[config.mk]
export PLATFORM = sky130hd
export DESIGN_NAME = bcd_dec_adder
export DESIGN_NICKNAME = d
export VERILOG_FILES = /design/src/rtl/bcd_dec_adder.sv
export SDC_FILE = /design/constraint.sdc
export NUM_CORES = 1
export LEC_CHECK = 0
export CAP_MARGIN = 0
export CORE_UTILIZATION = 44
export DETAILED_ROUTE_END_ITERATION = 8
export PLACE_DENSITY = 0.86
export REMOVE_ABC_BUFFERS = 1
export SYNTH_ARGS = -nofsm -noshare
export SYNTH_HDL_FRONTEND = slang
export SYNTH_SLANG_ARGS = --single-unit
[constraint.sdc]
create_clock -name vclk -period 14.8
set_input_delay 1.48 -clock vclk [all_inputs]
set_output_delay 1.48 -clock vclk [all_outputs]
set_load 0.05 [all_outputs]
[src/rtl/bcd_dec_adder.sv]
module bcd_dec_adder #(
  parameter int DIGITS = 4
) (
  input  logic [4*DIGITS-1:0] dst_i,
  input  logic [4*DIGITS-1:0] src_i,
  input  logic                carry_i,
  input  logic                half_i,
  output logic [4*DIGITS-1:0] sum_o,
  output logic                carry_o,
  output logic                zero_o,
  output logic                neg_o,
  output logic                ovf_o
);
  localparam int W    = 4 * DIGITS;
  localparam int HALF = DIGITS / 2;
  localparam int HW   = 4 * HALF;

  logic [W-1:0] raw;
  logic         c_full;
  logic         c_half;

  always_comb begin
    logic [4:0] s;
    logic       c;
    c      = carry_i;
    c_half = 1'b0;
    raw    = '0;
    for (int d = 0; d < DIGITS; d++) begin
      s = {1'b0, dst_i[4*d +: 4]} + {1'b0, src_i[4*d +: 4]} + {4'b0, c};
      c = (s > 5'd9);
      if (c) s = s + 5'd6;
      raw[4*d +: 4] = s[3:0];
      if (d == HALF - 1) c_half = c;
    end
    c_full = c;
  end

  assign sum_o   = half_i ? {{(W-HW){1'b0}}, raw[HW-1:0]} : raw;
  assign carry_o = half_i ? c_half : c_full;
  assign zero_o  = half_i ? (raw[HW-1:0] == '0) : (raw == '0);
  assign neg_o   = half_i ? raw[HW-1] : raw[W-1];
  assign ovf_o   = 1'b0;
endmodule

== Word level (Yosys, flattened, before mapping) ==
Index checks and enable logic that the tools add are counted.

* Reduce and logical (&&, ||, !) cells: 2
* $add $sub $neg: 12
* Multiplexer cells: 8
* Magnitude comparators: 4

{| class="wikitable"
|+ Operators with widths
! kind !! number
|-
| 4-bit by 4-bit adder with 5-bit output || 4
|-
| 5-bit by 1-bit adder with 5-bit output || 4
|-
| 5-bit by 4-bit greater-than comparator with 1-bit output (second input constant) || 4
|-
| 4-bit by 3-bit adder with 4-bit output (second input constant) || 4
|-
| 16-bit zero test || 1
|-
| 16-bit 2-to-1 mux || 1
|-
| 4-bit 2-to-1 mux || 4
|-
| 8-bit zero test || 1
|-
| 1-bit 2-to-1 mux || 3
|}

* Input bits: 34
* Register bits: 0

== Depth between registers and ports, before layout ==
Gate-level depths: netlist of run 1.

* Depth in word-level cells: 12
* Depth in mapped cells: 33
* Mapped depth without buffers: 32

== Least setup slack after synthesis of run 1 ==
Ideal clock, no wire load.

* Kind: in2out
* Start point: input port dst_i[0]
* End point: output port sum_o[14]
* Data required time: 13,320 ps
* Slack: 4,023 ps
* Cell stages on the path: 31
* Data arrival time: 9,297 ps
* Cells stage by stage: fa_1 > fa_1 > xnor2_1 > ha_1 > nand2_1 > a21oi_1 > a21boi_2 > fa_1 > inv_1 > fa_1 > inv_1 > ha_1 > nor2_1 > a21bo_2 > clkbuf_1 > fa_1 > fa_1 > xnor2_1 > and2_1 > inv_1 > a21boi_0 > fa_1 > inv_1 > fa_1 > clkbuf_1 > inv_1 > ha_1 > a21o_1 > o21ai_2 > nor2_1 > a211oi_1

* Word-level cells in the longest chain between the ends: 11
* Elaborated cells between the ends (all ways): 12
* Those cells by class: add/sub: 6; order compare: 4; mux: 2

{| class="wikitable"
|+ RTL lines
! element !! line !! text
|-
| start, declared || 4 || <nowiki>input logic [4*DIGITS-1:0] dst_i,</nowiki>
|-
| 4-bit by 4-bit adder with 5-bit output (*) || 29 || <nowiki>s = {1'b0, dst_i[4*d +: 4]} + {1'b0, src_i[4*d +: 4]} + {4'b0, c};</nowiki>
|-
| 5-bit by 1-bit adder with 5-bit output (*) || 29 ||
|-
| 5-bit by 4-bit greater-than comparator with 1-bit output (*) || 30 || <nowiki>c = (s > 5'd9);</nowiki>
|-
| 5-bit by 1-bit adder with 5-bit output (*) || 29 ||
|-
| 5-bit by 4-bit greater-than comparator with 1-bit output (*) || 30 ||
|-
| 5-bit by 1-bit adder with 5-bit output (*) || 29 ||
|-
| 5-bit by 4-bit greater-than comparator with 1-bit output (*) || 30 ||
|-
| 5-bit by 1-bit adder with 5-bit output (*) || 29 ||
|-
| 4-bit by 3-bit adder with 4-bit output / 5-bit by 4-bit greater-than comparator with 1-bit output (equally long branches) || 31, 30 ||
|-
| 4-bit 2-to-1 mux (*) || 31 || <nowiki>if (c) s = s + 5'd6;</nowiki>
|-
| 16-bit 2-to-1 mux (*) || 38 || <nowiki>assign sum_o = half_i ? {{(W-HW){1'b0}}, raw[HW-1:0]} : raw;</nowiki>
|-
| end, declared || 8 || <nowiki>output logic [4*DIGITS-1:0] sum_o,</nowiki>
|}

Every way passes the cells marked *; elsewhere a longest branch is shown, timed or not.

== Worst setup path after layout of run 1 ==
* Start point: input port dst_i[0]
* End point: output port zero_o

* Word-level cells in the longest chain between the ends: 12
* Elaborated cells between the ends (all ways): 20
* Those cells by class: add/sub: 9; order compare: 4; mux: 5; reduce/logical: 2

{| class="wikitable"
|+ RTL lines
! element !! line !! text
|-
| 4-bit by 4-bit adder with 5-bit output (*) || 29 ||
|-
| 5-bit by 1-bit adder with 5-bit output (*) || 29 ||
|-
| 5-bit by 4-bit greater-than comparator with 1-bit output || 30 ||
|-
| 5-bit by 1-bit adder with 5-bit output || 29 ||
|-
| 5-bit by 4-bit greater-than comparator with 1-bit output || 30 ||
|-
| 5-bit by 1-bit adder with 5-bit output || 29 ||
|-
| 5-bit by 4-bit greater-than comparator with 1-bit output || 30 ||
|-
| 5-bit by 1-bit adder with 5-bit output || 29 ||
|-
| 4-bit by 3-bit adder with 4-bit output / 5-bit by 4-bit greater-than comparator with 1-bit output (equally long branches) || 31, 30 ||
|-
| 4-bit 2-to-1 mux || 31 ||
|-
| 16-bit zero test || 40 || <nowiki>assign zero_o = half_i ? (raw[HW-1:0] == '0) : (raw == '0);</nowiki>
|-
| 1-bit 2-to-1 mux (*) || 40 ||
|-
| end, declared || 10 || <nowiki>output logic zero_o,</nowiki>
|}

Marked as above.

==> impl_metrics.tcl, run 1 <==
set metrics [dict create \
    initial_core_util 0.487 \
    finalSetupTns_ns 0 \
    antenna_found_initial 0 \
    end_kind "primary output" \
    p_leak_uw 0.000782 \
    dp_slack_ns 3.10 \
    synth_xor_area_frac 0.0940 \
    die_h_um 52.4 \
    period_minus_slack_ns 11.79 \
    cap_violations 0 \
    routed-via-count 1209 \
    cpMostUsedCell "fa_1" \
    synthSimpleGateAreaFrac 0.167 \
    worstSetupPathType "primary input to primary output" \
    yosysTopAreaCell "ha_1" \
    max_slew.worst_pin.slew_ns 0.511 \
    synth_top_family_by_area "adder cells" \
    slew_headroom 0.658 \
    drc_errors 0 \
    synth_common_cells "ha_1, inv_1, nor2_1, a21oi_1" \
    critPathMaxFanout 6 \
    drv_slew 0 \
    netlist_instances 146 \
    netlist_area_sq_um 1120 \
    fp.dieArea_sq_um 2750 \
    area_delta_synth_final_pct 48.9 \
    grt_pass1_vias 1182 \
    synth_cell_types 37 \
    core_area_sq_um 2300 \
    drt_first_pass_iters 4 \
    grt_use_total 0.225 \
    yosysTopAreaCellShare 0.190 \
    ir_worst_vdd_mv 0.0724 \
    finalCritPeriodShare 0.797 \
    ant_nets 0 \
    fp.dieW_um 52.4 \
    holdCritPathClass "primary input to primary output" \
    fin_ws_ns 3.01 \
    synth.area.top_cells "ha_1, fa_1, xnor2_1" \
    port_buffers 53 \
    synth_fa_ha_area_frac 0.333 \
    cp_top_family "adder cells" \
    wirelength_um 2940 \
    synthMuxAreaShare 0.0649 \
    layout-drive-gt1-share 0.0410 \
    n_clock_buffer 0 \
    post_cts_buffers 0 \
    grt_overflow 0 \
    setup_viol 0 \
    synth.most_common_cell "ha_1" \
    seq_area_frac_synth 0 \
    rows 17 \
    stdcell_count 223 \
    post-route-util 0.725 \
    cp.arrival_ns 10.31 \
    post_cts_resized 0 \
    ctsHoldBuffers 0 \
    antenna_cells 0 \
    viasPerCell 5.42 \
    nFlopsAndLatches 0 \
    nNetsFinal 256 \
    rsz0062_at_grt "no" \
    max_freq_mhz 84.8 \
    yosys_warnings 0 \
    worstPathRequired_ns 13.32 \
    p_per_area_nw_per_um2 119 \
    post-place-cells 223 \
    path_buf_inv 7 \
    dpl.hpwl_um 2590 \
    max_stage_delay_ns 0.81 \
    grt_pass1_wl_um 4840 \
    fillers 195 \
    avgSynthCellArea_sq_um 7.66 \
    gp_congestion 0.791 \
    hold_viol 0 \
    cp-start-kind "primary input" \
    routedWlPerCell_um 13.2 \
    ff_latch_area_sq_um 0 \
    synth_compound_area_frac 0.267 \
    grt_max_degree 12 \
    drt_iter0_drc 12 \
    run_status "finished clean" \
    slowest_stage "clkdlybuf4s50_1" \
    ios 54 \
]
-- report_power, final --
group	internal, uW	total (uW)	switching (uW)
logic	75.8	198	122
registers	0	0	0
clock network	0	0	0
-- cells by family after synthesis --
| family | after synthesis |
|---|---|
| buffers and inverters | 20 |
| other | 1 |
| adder cells (fa/ha/maj) | 25 |
| XOR/XNOR | 12 |
| AO/OA/AOI/OAI | 41 |
| AND/OR/NAND/NOR | 40 |
| multiplexers | 7 |
-- final timing paths --
check | start | endpoint | cells after the start
max | dst_i[0] | zero_o | 33
min | src_i[4] | sum_o[4] | 5
-- area by class of cell --
type,count,area [sq um],area share
Multi-Input combinational cell,126,1040,0.624
Timing Repair Buffer,53,531,0.319
Inverter,16,60.1,0.0361
Tap cell,28,35.0,0.0210
-- through the flow --
stage	area [sq um]	hold slack, ns	total power [uW]
after floorplan	1100	3.13	140
after global placement	1670	4.40	193
after detailed placement	1670	4.40	197
after CTS	1670	4.40	197
after global routing	1670	4.42	213
final	1670	4.40	198
-- placed cells by master, fill, tap and decap left out, types with 2 or more instances in the layout --
cell type / synthesis / layout
xnor2_1: 9 / 9
a21o_1: 10 / 10
mux2_2: 2 / 2
ha_1: 17 / 17
o21ai_0: 3 / 3
a21oi_1: 13 / 13
mux2i_1: 5 / 5
nor2b_1: 3 / 3
o2111a_1: 2 / 2
nand2_1: 10 / 10
inv_1: 16 / 16
nand3_1: 2 / 2
xor2_1: 3 / 3
clkdlybuf4s50_1: 0 / 53
fa_1: 8 / 8
nor3_1: 4 / 4
nor2_1: 14 / 14
and3_1: 3 / 3
-- layer usage --
layer,part of all wire,up-vias,global-route usage
li1,-,607,-
met1,0.46,570,0.273
met2,0.50,30,0.441
met3,0.037,2,0.0116
met4,0.0041,0,0.0175
met5,0,-,0
No activity file was read; power rests on OpenSTA's default activity.
==> run 2, diff against run 1 <==
CORE_UTILIZATION = 39   (was 44)
PLACE_DENSITY = 0.8   (was 0.86)
clock period = 10.4 ns   (was 14.8 ns; I/O delays follow)
==> impl_metrics.tcl, run 2 (synthesized netlist as in run 1, its figures left out) <==
set metrics [dict create \
    final_common_cell "clkdlybuf4s50_1" \
    slowest_stage "fa_1" \
    setup_viol 0 \
    area_delta_synth_final_pct 52.9 \
    min_to "sum_o[13]" \
    antenna_cells 0 \
    routedWlPerCell_um 12.4 \
    stdcell_count 227 \
    grt_max_degree 12 \
    grt_use_total 0.180 \
    p_total_uw 285 \
    routed-via-count 1203 \
    hold_viol 0 \
    dpl.hpwl_um 2520 \
    cpMostUsedCell "fa_1" \
    critPathMaxFanout 7 \
    drt_iter0_drc 31 \
    cap_violations 0 \
    end_kind "primary output" \
    holdWs_ns 3.10 \
    ctsHoldBuffers 0 \
    die_h_um 55.6 \
    max_stage_delay_ns 0.47 \
    holdCritStartpoint "half_i" \
    fp.dieW_um 55.6 \
    antenna_found_initial 0 \
    wirelength_um 2820 \
    drv_slew 0 \
    worstPathRequired_ns 9.36 \
    rows 19 \
    gp_congestion 0.839 \
    holdCritPathClass "primary input to primary output" \
    post_cts_buffers 0 \
    nNetsFinal 257 \
    grt_pass1_vias 1167 \
    post-route-util 0.626 \
    n_clock_buffer 0 \
    cp-start-kind "primary input" \
    viasPerCell 5.30 \
    min_path_cells 3 \
    max_slew.worst_pin.slew_ns 0.506 \
    post-place-cells 227 \
    drt_first_pass_iters 4 \
    grt_overflow 0 \
    slew_headroom 0.662 \
    initial_core_util 0.409 \
    core_area_sq_um 2730 \
    finalCritPeriodShare 0.955 \
    worstSetupPathType "primary input to primary output" \
    cp.arrival_ns 8.89 \
    period_minus_slack_ns 9.93 \
    fp.dieArea_sq_um 3090 \
    run_status "finished clean" \
    nFlopsAndLatches 0 \
    ir_worst_vdd_mv 0.128 \
    ff_latch_area_sq_um 0 \
    max_freq_mhz 101 \
    p_per_area_nw_per_um2 167 \
    rsz0062_at_grt "no" \
    ant_nets 0 \
    p_leak_uw 0.000824 \
    drc_errors 0 \
    ios 54 \
    grt_pass1_wl_um 4760 \
    final_cell_mix "clkdlybuf4s50_1, ha_1, inv_1, nor2_1, a21oi_1" \
    layout-drive-gt1-share 0.0816 \
    port_buffers 53 \
]
==> run 2: routing by layer <==
| metal | track usage | up-vias | share of wire |
|---|---|---|---|
| li1 | - | 616 | - |
| met1 | 0.227 | 550 | 0.41 |
| met2 | 0.339 | 35 | 0.53 |
| met3 | 0.0117 | 2 | 0.045 |
| met4 | 0.0286 | 0 | 0.0081 |
| met5 | 0 | - | 0 |
==> run 2: layout make-up <==
class,count,area (sq um)
well taps,31,38.8
inverters,16,60.1
fillers,253,1020
repair buffers,54,554
multi-input cells,126,1060
==> run 2: timing repair <==
action                                  CTS  global route
resized for setup                         1             5
endpoints found under the hold margin     0             0
endpoints found under the setup margin    1             6
==> run 2: power by group <==
part	switching (uW)	internal (uW)	total [uW]
Sequential	0	0	0
Clock	0	0	0
Combinational	175	111	285
Total	175	111	285
==> run 2: per-stage QoR <==
stage	cell area (sq um)	TNS [ns]	setup slack [ns]
2_1_floorplan	1100	0	0.654
3_3_place_gp	1690	0	0.351
3_5_place_dp	1690	-0.00198	-0.00198
4_1_cts	1690	0	0.0159
5_1_grt	1710	0	0.0606
6_report	1710	0	0.468
==> run 2: how the worst max path moves through the flow <==
stage / from / end / cells after the start
detailed placement: dst_i[0] / neg_o / 31
global route: dst_i[0] / sum_o[14] / 32
finish: dst_i[0] / sum_o[14] / 32
floorplan: dst_i[0] / sum_o[14] / 30
global placement: dst_i[0] / neg_o / 31
CTS: dst_i[0] / sum_o[15] / 32
==> run 2: worst max-delay path: cells and delay by family <==
kind,cells,cell delay [ns]
fa+ha+maj,11,3.95
compound gates,7,1.63
buf+inv,7,1.03
xor+xnor,3,0.81
simple gates,4,0.39
